### src/rtl/rfb_pkg.sv
package rfb_pkg;

  // Source chosen by a read port's forwarding multiplexer
  typedef enum logic [0:0] {
    SRC_STORE = 1'b0,
    SRC_WRITE = 1'b1
  } rd_src_e;

  localparam int unsigned RD_PORTS = 2;

endpackage

### src/rtl/rfb_wr_decode.sv
module rfb_wr_decode #(
  parameter int unsigned NUM_REGS = 8,
  parameter int unsigned ADDR_W   = $clog2(NUM_REGS)
) (
  input  logic                wr_en,
  input  logic [ADDR_W-1:0]   wr_addr,
  output logic [NUM_REGS-1:0] row_we
);

  // Row 0 is hard-wired and never takes a write
  assign row_we[0] = 1'b0;

  for (genvar g = 1; g < NUM_REGS; g++) begin : g_row
    assign row_we[g] = wr_en && (wr_addr == ADDR_W'(g));
  end

endmodule

### src/rtl/rfb_store.sv
module rfb_store #(
  parameter int unsigned NUM_REGS = 8,
  parameter int unsigned DATA_W   = 32
) (
  input  logic                             clk,
  input  logic                             rst_n,
  input  logic [NUM_REGS-1:0]              row_we,
  input  logic [DATA_W-1:0]                wr_data,
  output logic [NUM_REGS-1:0][DATA_W-1:0]  rows
);

  for (genvar g = 0; g < NUM_REGS; g++) begin : g_row
    if (g == 0) begin : g_zero
      assign rows[g] = '0;
    end else begin : g_reg
      logic [DATA_W-1:0] row_d;
      logic [DATA_W-1:0] row_q;

      always_comb begin
        row_d = row_q;
        if (row_we[g]) row_d = wr_data;
      end

      always_ff @(posedge clk or negedge rst_n) begin
        if (!rst_n) begin
          row_q <= '0;
        end else if (row_we[g]) begin
          row_q <= row_d;
        end
      end

      assign rows[g] = row_q;
    end
  end

endmodule

### src/rtl/rfb_read_port.sv
module rfb_read_port
  import rfb_pkg::*;
#(
  parameter int unsigned NUM_REGS = 8,
  parameter int unsigned DATA_W   = 32,
  parameter int unsigned ADDR_W   = $clog2(NUM_REGS)
) (
  input  logic [NUM_REGS-1:0][DATA_W-1:0] rows,
  input  logic [ADDR_W-1:0]               rd_addr,
  input  logic                            wr_en,
  input  logic [ADDR_W-1:0]               wr_addr,
  input  logic [DATA_W-1:0]               wr_data,
  output logic [DATA_W-1:0]               rd_data
);

  rd_src_e           src;
  logic [DATA_W-1:0] stored;

  // Forward only a live write to a real register at this address
  always_comb begin
    src = SRC_STORE;
    if (wr_en && (wr_addr == rd_addr) && (rd_addr != '0)) src = SRC_WRITE;
  end

  always_comb begin
    stored = '0;
    for (int i = 0; i < NUM_REGS; i++) begin
      if (rd_addr == ADDR_W'(i)) stored = rows[i];
    end
  end

  always_comb begin
    unique case (src)
      SRC_WRITE: rd_data = wr_data;
      default:   rd_data = stored;
    endcase
  end

endmodule

### src/rtl/rfb_regfile.sv
module rfb_regfile
  import rfb_pkg::*;
#(
  parameter int unsigned NUM_REGS = 8,
  parameter int unsigned DATA_W   = 32,
  parameter int unsigned ADDR_W   = $clog2(NUM_REGS)
) (
  input  logic              clk,
  input  logic              rst_n,
  input  logic              wr_en,
  input  logic [ADDR_W-1:0] wr_addr,
  input  logic [DATA_W-1:0] wr_data,
  input  logic [ADDR_W-1:0] rd_addr_a,
  input  logic [ADDR_W-1:0] rd_addr_b,
  output logic [DATA_W-1:0] rd_data_a,
  output logic [DATA_W-1:0] rd_data_b
);

  logic [NUM_REGS-1:0]             row_we;
  logic [NUM_REGS-1:0][DATA_W-1:0] rows;
  logic [RD_PORTS-1:0][ADDR_W-1:0] port_addr;
  logic [RD_PORTS-1:0][DATA_W-1:0] port_data;

  rfb_wr_decode #(
    .NUM_REGS (NUM_REGS),
    .ADDR_W   (ADDR_W)
  ) u_dec (
    .wr_en   (wr_en),
    .wr_addr (wr_addr),
    .row_we  (row_we)
  );

  rfb_store #(
    .NUM_REGS (NUM_REGS),
    .DATA_W   (DATA_W)
  ) u_store (
    .clk     (clk),
    .rst_n   (rst_n),
    .row_we  (row_we),
    .wr_data (wr_data),
    .rows    (rows)
  );

  assign port_addr[0] = rd_addr_a;
  assign port_addr[1] = rd_addr_b;

  for (genvar p = 0; p < RD_PORTS; p++) begin : g_port
    rfb_read_port #(
      .NUM_REGS (NUM_REGS),
      .DATA_W   (DATA_W),
      .ADDR_W   (ADDR_W)
    ) u_rd (
      .rows    (rows),
      .rd_addr (port_addr[p]),
      .wr_en   (wr_en),
      .wr_addr (wr_addr),
      .wr_data (wr_data),
      .rd_data (port_data[p])
    );
  end

  assign rd_data_a = port_data[0];
  assign rd_data_b = port_data[1];

endmodule

### config.mk
export PLATFORM = sky130hd
export DESIGN_NAME = rfb_regfile
export DESIGN_NICKNAME = d
export VERILOG_FILES = /design/src/rtl/rfb_pkg.sv /design/src/rtl/rfb_wr_decode.sv /design/src/rtl/rfb_store.sv /design/src/rtl/rfb_read_port.sv /design/src/rtl/rfb_regfile.sv
export SDC_FILE = /design/constraint.sdc
export NUM_CORES = 1
export LEC_CHECK = 0
export BUFFER_PORTS_ARGS = -buffer_cell sky130_fd_sc_hd__clkbuf_2
export CORE_ASPECT_RATIO = 1.4
export CORE_UTILIZATION = 40
export DETAILED_ROUTE_END_ITERATION = 7
export GPL_TIMING_DRIVEN = 1
export SLEW_MARGIN = 20
export SYNTH_ARGS = -nofsm -noshare
export SYNTH_HDL_FRONTEND = slang
export SYNTH_SLANG_ARGS = --single-unit
### constraint.sdc
create_clock -name clk -period 1.9 [get_ports clk]
set_input_delay 0.285 -clock clk [delete_from_list [all_inputs] [get_ports clk]]
set_output_delay 0.285 -clock clk [all_outputs]
set_load 0.1 [all_outputs]
======== Word-level counts from Yosys, hierarchy flattened ========
Index checks and enable logic that the tools add are counted.
cells by class
  $add $sub $neg .......................... 0
  multiply operators ...................... 0
  div/mod/pow operators ................... 0
  $lt $le $gt $ge ......................... 0
  eq/ne operators ......................... 23
  shifts and indexed selects .............. 0
  multiplexer cells ....................... 18
  bitwise gates (word level) .............. 0
  reductions and logical operators ........ 13
operators with widths
  kind                number
  $mux 32             16
  $eq 3x3->1 const B  12
  $eq 3x2->1 const B  6
  $logic_and 1x1->1   11
  $eq 3x1->1 const B  3
  $eq 3x3->1          2
  $reduce_bool 3->1   2
  $mux 1              2
storage, ports and cells
  flip-flop bits (word level) ............. 224
  latch bits .............................. 0
  bits in writable memories ............... 0
  bits in read-only memories .............. 0
  memories kept ........................... 0

======== Logic depth before layout (Yosys ltp) ========
  depth after elaboration ................. 9
  depth in mapped cells ................... 8
  depth with buffers taken out ............ 4

======== By module ========
From an unflattened synthesis, not the netlist that was laid out.
unflattened totals
  cell total of the unflattened synthesis .. 1118
  area, all modules ....................... 15137.0 um^2
modules (own cells, without submodules)
  module         instances  cells an instance  area an instance (um^2)  sequential area each (um^2)
  rfb_store      1          509                9659.3                   5605.4
  rfb_read_port  2          300                2692.6                   0.0
  rfb_wr_decode  1          9                  92.6                     0.0

======== Worst setup path after synthesis ========
Ideal clock, no wire load.
  kind .................................... input port to output port
  from .................................... input port wr_addr[2]
  to ...................................... output port rd_data_a[10]
  data arrival time ....................... 1828 ps
  data required time ...................... 1615 ps
  path slack .............................. -213 ps
  stages .................................. 5
  path buffers ............................ 2
  cells stage by stage .................... buf_2 -> o21bai_1 -> a2111oi_4 -> buf_6 -> mux2_2
on the way
  longest elaborated chain between the ends .. 5
RTL lines
  element                          line                 text
  start: declaration               rfb_regfile.sv:11    input logic [ADDR_W-1:0] wr_addr,
  $eq 3x3->1                       rfb_read_port.sv:22  if (wr_en && (wr_addr == rd_addr) && (rd_addr != '0)) src = SRC_WRITE;
  $logic_and 1x1->1 (2 in series)  rfb_read_port.sv:22
  $mux 1                           rfb_read_port.sv:22
  $mux 32                          rfb_read_port.sv:33  unique case (src)
  end: declaration                 rfb_regfile.sv:15    output logic [DATA_W-1:0] rd_data_a,
Every way passes these cells.

======== Worst setup path in the final report ========
  from .................................... register u_store.g_row[3].g_reg.row_q[14]
  to ...................................... output port rd_data_a[14]
on the way
  longest elaborated chain between the ends .. 6
RTL lines
  element                   line                 text
  start: declaration        rfb_store.sv:17      logic [DATA_W-1:0] row_q;
  start signal: assignment  rfb_store.sv:28      row_q <= row_d;
  $mux 32 (5 in series)     rfb_read_port.sv:28  if (rd_addr == ADDR_W'(i)) stored = rows[i];
  $mux 32                   rfb_read_port.sv:33
Every way passes these cells.

==> metrics.md <==
| Metric | Value |
|---|---|
| Max FFs per register | `roughly 220` |
| Reg2reg start | `u_store.g_row[4].g_reg.row_q[16]` |
| Pre-CTS WS | `-0.387 ns` |
| Mapped Area | `between 0.01 and 0.015 mm²` |
| Period utilization | `120%` |
| Total grt overflow | `0` |
| Syn_area_per_cell | `roughly 12 µm²` |
| First-pass DRT Iterations | `5` |
| Site Rows | `78` |
| Ys async rst share | `100%` |
| Core region area | `0.0324 mm²` |
| Slew Viols, Final | `0` |
| M1 GR Usage | `approximately a third` |
| Final non-filler cell total | `1753` |
| Placed standard-cell area | `0.0162 mm²` |
| Unrepaired setup endpoints after global routing | `true` |
| Setup_tns | `-19.24 ns` |
| Seq/Total Area, Yosys | `42.7%` |
| Share of layout cells above drive strength 1 | `56.4%` |
| Yosys reg bits | `about 220` |
| Reg-to-reg endpoint | `u_store.g_row[4].g_reg.row_q[16]` |
| Biggest register | `u_store.g_row.g_reg.row_q` |
| Fin worst setup slack | `-0.386 ns` |
| Hold Crit Class | `in2reg` |
| Clk sinks | `roughly 220` |
| Yosys warnings | `0` |
| Largest net degree at the start of global routing | `52` |
| R2R setup slack | `approximately 0.90 ns` |
| DIE WIDTH | `155 µm` |
| Via-per-instance ratio | `5.91` |
| DR DRC count | `0` |
| Power Density | `~1100 mW/mm²` |
| Routability congestion estimate | `0.797` |
| Top FF cell, synth | `dfrtp_1` |
| Final ANT Viol Nets | `0` |
| Clock buffer depth | `3` |
| Crit. End Element | `output pin` |
| Post-synth EDFFs | `0` |
| Unique cell type count in the Yosys netlist | `36` |
| Worst skew pair latency | `around 0.52 ns` |
| Min-Delay Startpoint | `wr_data[7]` |
| Final Cell Area | `roughly 0.018 mm²` |
| Biggest regs | `u_store.g_row.g_reg.row_q x224` |
| GRT Total Usage | `between 20% and 30%` |
| Worst Reg-to-Reg Cells | `3` |
| Lkg Pwr | `around 8 nW` |
| Worst Path Arrival | `about 2.0 ns` |
| Required time of the critical path | `~1.6 ns` |
| Hold-critical path depth | `2` |
| Kind of critical path | `reg2out` |
| TritonCTS clock tree | `built` |
| Global-route wire length before repair | `62600 µm` |
| Setup-failing EPs final | `64` |
| Via count | `10400` |
| Worst-path clk slew | `0.06 ns` |
| Final hold slack | `between 0.1 and 0.15 ns` |
| Die Y | `216 µm` |
| Iter 0 DRT Violations | `~670` |
| DP Cell Count | `roughly 1600` |
| Initial Util | `40.5%` |
| Crit Path Max Fanout | `2` |
| Achievable frequency | `about 440 MHz` |
| Initial antenna violation count | `1` |
| Failing checks | `setup timing` |
| Clk_skew | `0 ns` |
| Final net count | `roughly 1300` |
| Worst Hold End | `u_store.g_row[5].g_reg.row_q[7]` |
| Final WL | `40300 µm` |
| Vias in the first global route | `about 11000` |
| Status | `finished with violations` |
| H-tree depth | `1` |
| Post-Syn Nets | `around 1100` |
| TritonCTS buffer count | `24` |
| Max-slew headroom | `between 60 and 70%` |
| Post-Syn Instances | `between 1000 and 1500` |
| Met2 usage | `~40%` |
| Fill cell count | `around 2700` |
| Slew of the pin with the lowest slew margin | `between 0.4 and 0.5 ns` |
| DP HPWL | `24800 µm` |
| Maxcap violations | `0` |
| Period minus WS final | `about 2.3 ns` |
| Fin util | `a little under three fifths` |
| I/O Buffers | `around 110` |
| Ports | `108` |
| Most Crowded Layer GR | `met2` |
| Final Hold Viols | `0` |
| Clock root buffer master | `clkbuf_16` |
| Power, Total | `19.1 mW` |
| Die footprint | `0.0336 mm²` |
| GRT met3 Usage | `slightly above 3%` |
| Max IR drop VDD | `0.768 mV` |
| WL/cell | `between 20 and 25 µm` |
| Setup crit start kind | `register` |
| Area growth from synthesis to layout | `37.8%` |
-- per-layer routing --
| layer | wire [µm] | up-vias | share of wire, % |
|---|---|---|---|
| met1 | 16800 | 5329 | 42 |
| met3 | 2240 | 70 | 5.6 |
| met2 | 19900 | 342 | 49 |
| li1 | - | 4617 | - |
| met5 | 0 | - | 0 |
| met4 | 1280 | 0 | 3.2 |
-- synthesized netlist by cell type, types with 6 or more instances --
library cell  count  area [µm²]
nor2_1           33         124
buf_6             8        90.1
dfrtp_1         224        5610
nand4_1          36         225
buf_2            43         215
o221ai_1         32         280
nand4b_1         32         280
mux2i_1          32         320
clkbuf_1         48         180
o22ai_1          32         200
inv_1            33         124
mux2_1            9         101
a211oi_1         32         240
a22o_1           32         280
mux2_2          343        3860
buf_4             6        45.0
a221oi_1         32         280
nand3b_1         64         480
-- worst max-delay path by stage --
stage / start / to / slack, ns / cells past startpoint
CTS: u_store.g_row[3].g_reg.row_q[0] / rd_data_a[0] / -0.39 / 5
global placement: rd_addr_a[1] / rd_data_a[29] / -0.36 / 8
global route: u_store.g_row[1].g_reg.row_q[20] / rd_data_a[20] / -0.44 / 5
finish: u_store.g_row[3].g_reg.row_q[14] / rd_data_a[14] / -0.39 / 5
detailed placement: rd_addr_a[1] / rd_data_a[0] / -0.39 / 6
floorplan: rd_addr_a[1] / rd_data_a[10] / -0.10 / 5
-- area by class of cell --
class / instances / area [µm²] / share of cell area (%)
diodes: 1 / 2.50 / 0.0138
clock buffers: 37 / 741 / 4.09
clock inverters: 5 / 53.8 / 0.297
inverters: 34 / 128 / 0.705
multi-input cells: 729 / 7610 / 42.1
flip-flops and latches: 224 / 5610 / 31.0
well taps: 440 / 551 / 3.04
repair buffers: 283 / 3400 / 18.8
-- placed cells by master (no fill, tap or decap), drive strengths merged, types with 2 or more instances in the layout --
master | Yosys | layout
a211oi | 32 | 32
clkinv | 0 | 4
a221oi | 32 | 32
a22o | 32 | 32
nor2 | 33 | 33
nand4 | 36 | 36
mux2i | 32 | 32
clkbuf | 48 | 77
o221ai | 32 | 32
o21bai | 2 | 2
dfrtp | 224 | 224
nand2b | 2 | 2
nand3b | 64 | 64
inv | 34 | 34
xor2 | 3 | 3
nand4b | 32 | 32
mux2 | 352 | 352
o22ai | 32 | 32
buf | 61 | 242
-- what timing repair did --
action	4_1_cts	5_1_grt
setup buffers	57	11
gates cloned	1	1
endpoints found under the hold margin	45	0
setup endpoints to repair	64	64
pin swaps	79	47
hold buffers	1	0
resized for setup	74	33
-- cells by family after synthesis --
kind of cell           Yosys count  synth area share, %
multiplexers                   384                 32.6
flip-flops                     224                 42.7
AND/OR/NAND/NOR                175                 9.06
AO/OA/AOI/OAI                  166                 10.2
buffers and inverters          143                 5.13
XOR/XNOR                         4                0.267
-- critical path, cell delays in order (launching register included) --
cell	delay, ns
dfrtp_1	0.41
mux2_4	0.29
a221oi_4	0.26
a211oi_2	0.06
mux2_4	0.29
buf_12	0.17
-- power breakdown --
| group | total [mW] | switching (mW) | internal (mW) |
|---|---|---|---|
| registers | 6.63 | 0.797 | 5.83 |
| clock network | 4.75 | 1.94 | 2.81 |
| logic | 7.70 | 3.97 | 3.73 |
| total | 19.1 | 6.72 | 12.4 |
Note: power is estimated with default switching activity, not from simulation.
